`src/rtl/uirq_pkg.sv`:
```
// Package: shared transmit-mode encoding for the interrupt pin generator.
// Assumes nothing beyond the two mode bits that select the variant.
package uirq_pkg;

    typedef enum logic [1:0] {
        TXM_HOLD       = 2'b00,   // single holding register
        TXM_HOLD_DRAIN = 2'b01,   // holding register plus shifter must drain
        TXM_FIFO       = 2'b10,   // FIFO below trigger
        TXM_FIFO_DRAIN = 2'b11    // FIFO below trigger, empty needs shifter idle
    } tx_mode_e;

    // Map the two configuration bits to a transmit mode.
    function automatic tx_mode_e pick_tx_mode(input logic fifo_on, input logic half_duplex);
        return tx_mode_e'({fifo_on, half_duplex});
    endfunction

endpackage

```
`src/rtl/uirq_tx_cond.sv`:
```
// Module: transmit service request.
// Decides whether the transmit side wants more data, based on the selected mode.
// Assumes tx_level counts bytes not yet handed to the shifter.
module uirq_tx_cond
    import uirq_pkg::*;
#(
    parameter int LVL_W = 5
) (
    input  tx_mode_e           mode,
    input  logic [LVL_W-1:0]   level,
    input  logic [LVL_W-1:0]   trig,
    input  logic               shift_busy,
    output logic               want
);
    localparam logic [LVL_W-1:0] LVL_ZERO = '0;

    logic store_empty;
    logic below_trig;

    // Derive the basic level comparisons.
    always_comb begin
        store_empty = (level == LVL_ZERO);
        below_trig  = (level < trig);
    end

    // Select the request rule for the current mode.
    always_comb begin
        unique case (mode)
            TXM_HOLD:       want = store_empty;
            TXM_HOLD_DRAIN: want = store_empty && !shift_busy;
            TXM_FIFO:       want = below_trig;
            TXM_FIFO_DRAIN: want = (below_trig && !store_empty) ||
                                   (store_empty && !shift_busy);
            default:        want = 1'b0;
        endcase
    end
endmodule

```
`src/rtl/uirq_rx_cond.sv`:
```
// Module: receive service request.
// Asserts when received data is waiting, per the FIFO mode and trigger.
// Assumes rx_level counts bytes not yet read by the host.
module uirq_rx_cond #(
    parameter int LVL_W = 5
) (
    input  logic               fifo_on,
    input  logic [LVL_W-1:0]   level,
    input  logic [LVL_W-1:0]   trig,
    output logic               want
);
    localparam logic [LVL_W-1:0] LVL_ZERO = '0;

    logic has_data;

    // Any data present versus trigger reached.
    always_comb begin
        has_data = (level != LVL_ZERO);
        if (fifo_on) want = has_data && (level >= trig);
        else         want = has_data;
    end
endmodule

```
`src/rtl/uart_irq_pin.sv`:
```
// Module: UART interrupt pin generator (top).
// Combines the gated transmit and receive requests into a registered
// active-low pin. Assumes inputs are synchronous to clk.
module uart_irq_pin
    import uirq_pkg::*;
#(
    parameter int LVL_W = 5
) (
    input  logic             clk,
    input  logic             rst_n,
    input  logic             fifo_en,
    input  logic             rs485_en,
    input  logic             tx_irq_en,
    input  logic             rx_irq_en,
    input  logic [LVL_W-1:0] tx_level,
    input  logic             tx_shift_busy,
    input  logic [LVL_W-1:0] rx_level,
    input  logic [LVL_W-1:0] tx_trig,
    input  logic [LVL_W-1:0] rx_trig,
    output logic             irq_n
);
    tx_mode_e tx_mode;
    logic     tx_want;
    logic     rx_want;
    logic     irq_any;

    // Decode the transmit mode from the configuration bits.
    always_comb tx_mode = pick_tx_mode(fifo_en, rs485_en);

    uirq_tx_cond #(.LVL_W(LVL_W)) tx_i (
        .mode       (tx_mode),
        .level      (tx_level),
        .trig       (tx_trig),
        .shift_busy (tx_shift_busy),
        .want       (tx_want)
    );

    uirq_rx_cond #(.LVL_W(LVL_W)) rx_i (
        .fifo_on (fifo_en),
        .level   (rx_level),
        .trig    (rx_trig),
        .want    (rx_want)
    );

    // Gate each request by its enable and merge.
    always_comb irq_any = (tx_irq_en && tx_want) || (rx_irq_en && rx_want);

    // Register the pin; idle high in reset.
    always_ff @(posedge clk) begin
        if (!rst_n) irq_n <= 1'b1;
        else        irq_n <= !irq_any;
    end
endmodule

```
`config.mk`:
```
export PLATFORM = sky130hd
export DESIGN_NAME = uart_irq_pin
export DESIGN_NICKNAME = d
export VERILOG_FILES = /design/src/rtl/uirq_pkg.sv /design/src/rtl/uirq_tx_cond.sv /design/src/rtl/uirq_rx_cond.sv /design/src/rtl/uart_irq_pin.sv
export SDC_FILE = /design/constraint.sdc
export NUM_CORES = 1
export LEC_CHECK = 0
export BUFFER_PORTS_ARGS = -buffer_cell sky130_fd_sc_hd__buf_2
export CAP_MARGIN = 20
export CELL_PAD_IN_SITES_DETAIL_PLACEMENT = 0
export CELL_PAD_IN_SITES_GLOBAL_PLACEMENT = 1
export CORE_AREA = 8 8 47 49
export DETAILED_ROUTE_END_ITERATION = 7
export DIE_AREA = 0 0 55 57
export GPL_TIMING_DRIVEN = 0
export PLACE_DENSITY = 0.75
export RECOVER_POWER = 50
export SYNTH_ARGS = -nofsm -noshare
export SYNTH_HDL_FRONTEND = slang
export SYNTH_HIERARCHICAL = 1
export SYNTH_SLANG_ARGS = --single-unit
```
`constraint.sdc`:
```
create_clock -name clk -period 1.96 [get_ports clk]
set_clock_uncertainty 0.15 [all_clocks]
set_input_delay 0.196 -clock clk [delete_from_list [all_inputs] [get_ports clk]]
set_output_delay 0.196 -clock clk [all_outputs]
set_load 0.005 [all_outputs]
```
Yosys cells after proc, flatten, opt, wreduce, memory -nomap -nowiden
Cells that the tools add are included.
- flip-flop bits (word level): 1
- input bits: 27
- output and inout bits: 1
- word-level logic and storage cells: 21
- order comparisons: 2
- equality and inequality tests: 3
- mux-type cells: 2
- reductions and logical operators: 13
- operators by type and width (operator ; number):
    5-bit >= comparator ; 1
    1-bit logical AND ; 5
    5-bit zero test ; 1
    5-bit less-than comparator ; 1
    5-bit nonzero test ; 1
    2-bit equality test (second input constant) ; 2
    1-bit case mux with 4 select lines ; 1
    1-bit zero test ; 3
    2-bit by 1-bit equality test with 1-bit output (second input constant) ; 1
    2-bit zero test ; 1
    1-bit logical OR ; 2
    1-bit two-way mux ; 1

Longest topological paths before layout
Gate-level depths: netlist of run 1.
- depth in word-level cells: 8
- mapped depth: 8
- depth with buffers taken out: 8

Modules after synthesis
Netlist of run 1, hierarchy kept.
- by module, submodules not included (module ; times used ; cells each ; area each (um^2) ; sequential area each (um^2)):
    uirq_tx_cond ; 1 ; 21 ; 141.4 ; 0.0
    uirq_rx_cond ; 1 ; 18 ; 133.9 ; 0.0
    uart_irq_pin ; 1 ; 3 ; 32.5 ; 20.0

Worst setup path after synthesis of run 1
No wires, ideal clock.
- path kind: input port to flip-flop
- from: input port rx_level[0]
- to: register irq_n
- arrival time: 1.258 ns
- data required time: 1.752 ns
- setup slack: 0.494 ns
- stages on the path: 8
- cell sequence: inv_1 > ha_1 > nand2b_1 > a211o_1 > o211ai_1 > a21oi_1 > a22o_1 > nand2_1
- cells in the longest elaborated chain, start to end: 6
- RTL lines (element ; line ; source):
    start, declared ; uart_irq_pin.sv:17 ; input logic [LVL_W-1:0] rx_level,
    5-bit >= comparator / 5-bit nonzero test (equally long branches) ; uirq_rx_cond.sv:19, uirq_rx_cond.sv:18 ;
    1-bit logical AND ; uirq_rx_cond.sv:19 ; if (fifo_on) want = has_data && (level >= trig);
    1-bit two-way mux (*) ; uirq_rx_cond.sv:19 ;
    net rx_want ; uart_irq_pin.sv:24 ; logic rx_want;
    1-bit logical AND (*) ; uart_irq_pin.sv:46 ; always_comb irq_any = (tx_irq_en && tx_want) || (rx_irq_en && rx_want);
    1-bit logical OR (*) ; uart_irq_pin.sv:46 ;
    1-bit zero test (*) ; uart_irq_pin.sv:51 ; else irq_n <= !irq_any;
    end signal, assigned ; uart_irq_pin.sv:51 ;
    end, declared ; uart_irq_pin.sv:20 ; output logic irq_n
Mark *: on every way through the listed nets, which the timed path passes. The rest lies on a longest branch.
A chain may end at the register's enable or synchronous reset.

Worst setup path after layout of run 1
Ends and elaborated chain as after synthesis.

==> results of run 1 <==
per-layer routing:
layer | track usage | wire [µm] | vias to the layer above
li1 | - | - | 202
met1 | 0.06805 | 397 | 154
met2 | 0.08266 | 361 | 15
met3 | 0.01558 | 98 | 0
met4 | 0 | 0 | 0
met5 | 0 | 0 | -
cell families after synthesis:
kind of cell,Yosys count,share of synthesized area
buffers and inverters,10,0.1220
DFF,1,0.06504
adders and majority gates,9,0.3659
and+or+nand+nor,13,0.2398
AOI/OAI and AO/OA,8,0.1748
muxes,1,0.03252
report_power, final:
part	switching, µW	internal, µW	leakage [µW]
Clock	0	0	0
Sequential	0.332	22.6	0.00000832
Combinational	32.4	42.5	0.000270
Total	32.7	65.1	0.000278
cell type report:
type / instances / area share
well taps: 17 / 0.04595
flip-flops and latches: 1 / 0.04324
multi-input cells: 31 / 0.5405
inverters: 10 / 0.08108
repair buffers: 27 / 0.2892
path summary, 6_finish.rpt:
check                 endpoint  depth (start not counted)         from  slack, ns
worst max-delay path     irq_n                          9  rx_level[0]       0.34
worst min-delay path     irq_n                          2        rst_n       0.21
cell usage in the layout (no fill, tap or decap):
master and n:
buf_2 26, inv_1 10, ha_1 9, nand2_1 3
a21oi_1 3, nand3_1 3, nand2b_1 2, a22o_1 1
dfxtp_1 1, clkbuf_1 1, a211o_1 1, o211ai_1 1
nor3_1 1, or4_1 1, o32ai_1 1, nor2_1 1
nor3_2 1, nand4b_1 1, mux2i_1 1, o21ai_1 1
per-stage QoR:
stage	instance area, µm²	util	power [µW]	instances
finish	462.9	0.2937	97.86	86
detailed placement	464.2	0.2944	100.1	86
global placement	464.2	0.2944	98.08	86
floorplan	307.8	-	61.62	42
global route	462.9	0.2937	111.6	86
CTS	464.2	0.2944	100.2	86
==> impl_metrics.toml, run 1 <==
[status]
status = "complete, no violations"

[floorplan]
start_util = 0.1952
die_h_um = 57
core.rowCount = 15
ioPinCount = 28
die_w_um = 55
core_mm2 = 0.001577
dieArea_mm2 = 0.003135

[global_routing]
antenna_found_initial = 0
grt_max_degree = 4
grt_pass1_wl_um = 1380
grt_pass1_vias = 382
grt_use_total = 0.05104
grt_overflow = 0

[cells_and_area]
largestRegisters = "irq_n x1"
layout.nets = 107
area_growth_pct = 50.41
multi_input_area_um2 = 250.2
drive_above_1_share = 0.3913
regMostFlops = "irq_n"
fillers = 194
insertedDiodeCount = 0
largest_reg_flops = 1
seqCellArea_um2 = 20.02

[synth]
synth_cell_type_count = 18
synth.most_common_cell = "inv_1"
yosys_warnings = 6
ys_top_cells_by_area = "ha_1 37%, inv_1 12%, dfxtp_1 6.5%, a21oi_1 4.9%, nand3_1 4.9%"
yosys.area.top_type = "ha_1"
synth-seq-cells = 1
synthTopCellsByCount = "10 x inv_1, 9 x ha_1, 3 x a21oi_1, 3 x nand2_1, 3 x nand3_1"
synth_flop_cell = "dfxtp_1"
ys_seq_area_frac = 0.06504
postSynthAreaPerCell_um2 = 7.328
yosys.area.top_type_share = 0.3659
synthCells = 42
syn-cell-area_um2 = 307.8
syn_nets = 78
async_flop_share = 0
synth-edff-count = 0

[setup_path]
path_class = "in2reg"
cp-end-kind = "flop"
required_ns = 1.75
path_buf_inv = 2
arrival_ns = 1.41
cp_max_fo = 2
crit_chain = "buf_2, inv_1, ha_1, nand2b_1, a211o_1, o211ai_1, a21oi_1, a22o_1, nand2_1"
crit_family = "compound AO/OA/AOI/OAI gates"
worst_setup_path_start_kind = "primary input"
slowest_delay_ns = 0.29
critPathSlowestCell = "a211o_1"

[sta]
finalCritPeriodShare = 0.8282
maxSlewHeadroom = 0.8557
tightest_slew_ns = 0.2158
setup_slack_ns = 0.3367
tns_ns = 0
hold_violations = 0
rsz0062_at_grt = "no"
holdWs_ns = 0.2126
max_freq_ghz = 0.6160
drv_slew = 0
setup_viol = 0
period_minus_slack_ns = 1.623

[placed_design]
dp_slack_ns = 0.3201
place.gp.congestion = 0.6874
port_buffers = 27
hpwlAfterDp_um = 857.8

[worst_hold_path]
hold_path.class = "in2reg"

[route]
routed_via_density = 4.314
avgRoutedWirePerCell_um = 9.965
routed_wl_um = 857
drc = 0
dr.pass1.iters = 1
drt_iter0_drc = 0
postRouteAntennaNets = 0
routed-via-count = 371

[clock_tree]
clkTransAtPathRegs_ns = 0
cts-resized-gates = 0
cts_setup_buffers = 0
cts_hold_buffers = 0

[power]
ir_drop_uv = 78.46
power_density_mw_per_mm2 = 211.4
leakagePower_uw = 0.0002778

[job]
maxCapViolCount = 0
(Power assumes the default switching activity.)
==> run 2, diff against run 1 <==
Settings changed: ABC_AREA from default to 1, CORE_AREA 8 8 47 49 to 8 8 51 53, DIE_AREA 0 0 55 57 to 0 0 59 61, PLACE_DENSITY 0.75 to 0.73.
Clock period 1.96 ns to 1.5 ns, I/O delays scaled along.
==> run 2 against run 1 <==
Effect of this change: synthesized area grew 22%; power grew 48%; global-route usage is essentially flat; sequential share of layout area shrank 0.66 points; routed wire length grew 7.1%; sequential cell count is the same; synthesized cell count grew 67%; worst hold slack lost 0.043 ns; first-iteration DRC count grew 5; largest cell class unchanged.
==> impl_metrics.toml, run 2 <==
[cells_and_area]
insertedDiodeCount = 0
regMostFlops = "irq_n"
final_cell_mix = "26 x nand2_1, 26 x buf_2, 19 x inv_1"
layout.nets = 135
fillers = 237
final_area_um2 = 546.8
drive_above_1_share = 0.2887
largestRegisters = "irq_n x1"
largest_reg_flops = 1
area_growth_pct = 45.67

[setup_path]
path_class = "in2reg"
crit_family = "simple AND/OR/NAND/NOR gates"
cp_max_fo = 2
crit_chain = "buf_2, ha_1, a21oi_2, nand2_1, nor2_1, nand2_1, nand2_1, nand2_1, nand2_1, nand2_1"
arrival_ns = 1.08
worst_setup_path_start_kind = "primary input"
cp-end-kind = "flop"
critPathSlowestCell = "ha_1"
slowest_delay_ns = 0.31
cpMostUsedCell = "nand2_1"
required_ns = 1.24
path_buf_inv = 1

[synth]
synth_cell_type_count = 10
yosys_warnings = 6
synth-seq-cells = 1
synth_flop_cell = "dfxtp_1"
syn-cell-area_um2 = 375.4
ys_seq_area_frac = 0.05333
synth-edff-count = 0
postSynthAreaPerCell_um2 = 5.362
async_flop_share = 0
syn_nets = 106
ys_top_cells_by_area = "ha_1 30%, nand2_1 26%, inv_1 19%, nor2_1 9.0%, dfxtp_1 5.3%"
yosys.area.top_type = "ha_1"
synth.most_common_cell = "nand2_1"
yosys.area.top_type_share = 0.3000
synthTopCellsByCount = "26 x nand2_1, 19 x inv_1, 9 x ha_1, 9 x nor2_1, 2 x a21oi_1"
synthCells = 70

[power]
ir_drop_uv = 82.70
total_power_uw = 144.8
power_density_mw_per_mm2 = 264.9
leakagePower_uw = 0.0003789

[sta]
drv_slew = 0
setup_viol = 0
finalCritPeriodShare = 0.8927
tns_ns = 0
tightest_slew_ns = 0.1737
max_freq_ghz = 0.7468
maxSlewHeadroom = 0.8833
rsz0062_at_grt = "no"
period_minus_slack_ns = 1.339
hold_violations = 0

[route]
postRouteAntennaNets = 0
routed-via-count = 444
dr.pass1.iters = 4
avgRoutedWirePerCell_um = 7.403
routed_wl_um = 918
drc = 0
drt_iter0_drc = 5
routed_via_density = 3.581

[status]
status = "complete, no violations"

[worst_hold_path]
worstHoldPathCells = 2
hold_path.class = "in2reg"
min_to = "irq_n"
hold_start = "rst_n"

[clock_tree]
cts_setup_buffers = 0
clkTransAtPathRegs_ns = 0

[global_routing]
grt_overflow = 0
grt_pass1_vias = 407
antenna_found_initial = 0
grt_max_degree = 4
grt_pass1_wl_um = 1600
grt_use_total = 0.05136

[floorplan]
dieArea_mm2 = 0.003599
die_w_um = 59
start_util = 0.2038
ioPinCount = 28
core.rowCount = 16
die_h_um = 61
core_mm2 = 0.001842

[placed_design]
place.gp.congestion = 0.7230
port_buffers = 27
place_area_um2 = 544.3
hpwlAfterDp_um = 893.6

[job]
maxCapViolCount = 0
-- run 2: cell count changes in the layout (fill, tap and decap cells not counted), moves of 2 or more --
cell / delta
nand2_1: +23
inv_1: +9
nor2_1: +8
a21oi_1: -2
nand2b_1: -2
nand3_1: -2
-- run 2: cells by family (layout without fill, tap and decap cells) --
| group | count (synthesis) | count (layout) | share of synthesized area |
|---|---|---|---|
| mux | 1 | 1 | 0.02667 |
| fa+ha+maj | 9 | 9 | 0.3000 |
| simple gates | 38 | 38 | 0.4033 |
| compound gates | 2 | 2 | 0.02667 |
| flops | 1 | 1 | 0.05334 |
| buf+inv | 19 | 46 | 0.1900 |
-- run 2: per-layer routing --
metal / vias to the layer above / routed length (µm) / global-route usage
li1: 260 / - / -
met1: 166 / 442 / 0.06619
met2: 18 / 401 / 0.09034
met3: 0 / 74 / 0.01059
met4: 0 / 0 / 0
met5: - / 0 / 0
-- run 2: worst max-delay path by stage --
stage	cells past startpoint	to	startpoint
2_1_floorplan	10	irq_n	tx_trig[4]
3_3_place_gp	10	irq_n	tx_level[4]
3_5_place_dp	10	irq_n	tx_level[4]
4_1_cts	10	irq_n	tx_level[4]
5_1_grt	10	irq_n	tx_level[4]
6_report	10	irq_n	tx_level[4]
-- run 2: timing repair --
item,in CTS,in global routing
gates resized for setup,0,1
endpoints found under the setup margin,0,1
hold buffers,0,0
hold endpoints to repair,0,0
-- run 2: through the flow --
stage | worst slack (ns) | util | instances | hold WS (ns)
floorplan | 0.3255 | - | 70 | 0.06871
global placement | 0.1294 | 0.2955 | 124 | 0.1657
detailed placement | 0.1309 | 0.2955 | 124 | 0.1726
CTS | 0.1288 | 0.2955 | 124 | 0.1726
global route | 0.01212 | 0.2969 | 124 | 0.1959
finish | 0.1610 | 0.2969 | 124 | 0.1691
-- run 2: power by group --
| group | internal, µW | total (µW) | switching [µW] |
|---|---|---|---|
| combinational | 59.0 | 115 | 56.0 |
| sequential | 29.4 | 29.8 | 0.416 |
| clock | 0 | 0 | 0 |
-- run 2: final cells by class --
type	count	area [µm²]	share of cell area
Tap cell	27	33.78	0.06178
Timing Repair Buffer	27	133.9	0.2449
Multi-Input combinational cell	50	287.8	0.5263
Inverter	19	71.32	0.1304
Sequential cell	1	20.02	0.03661
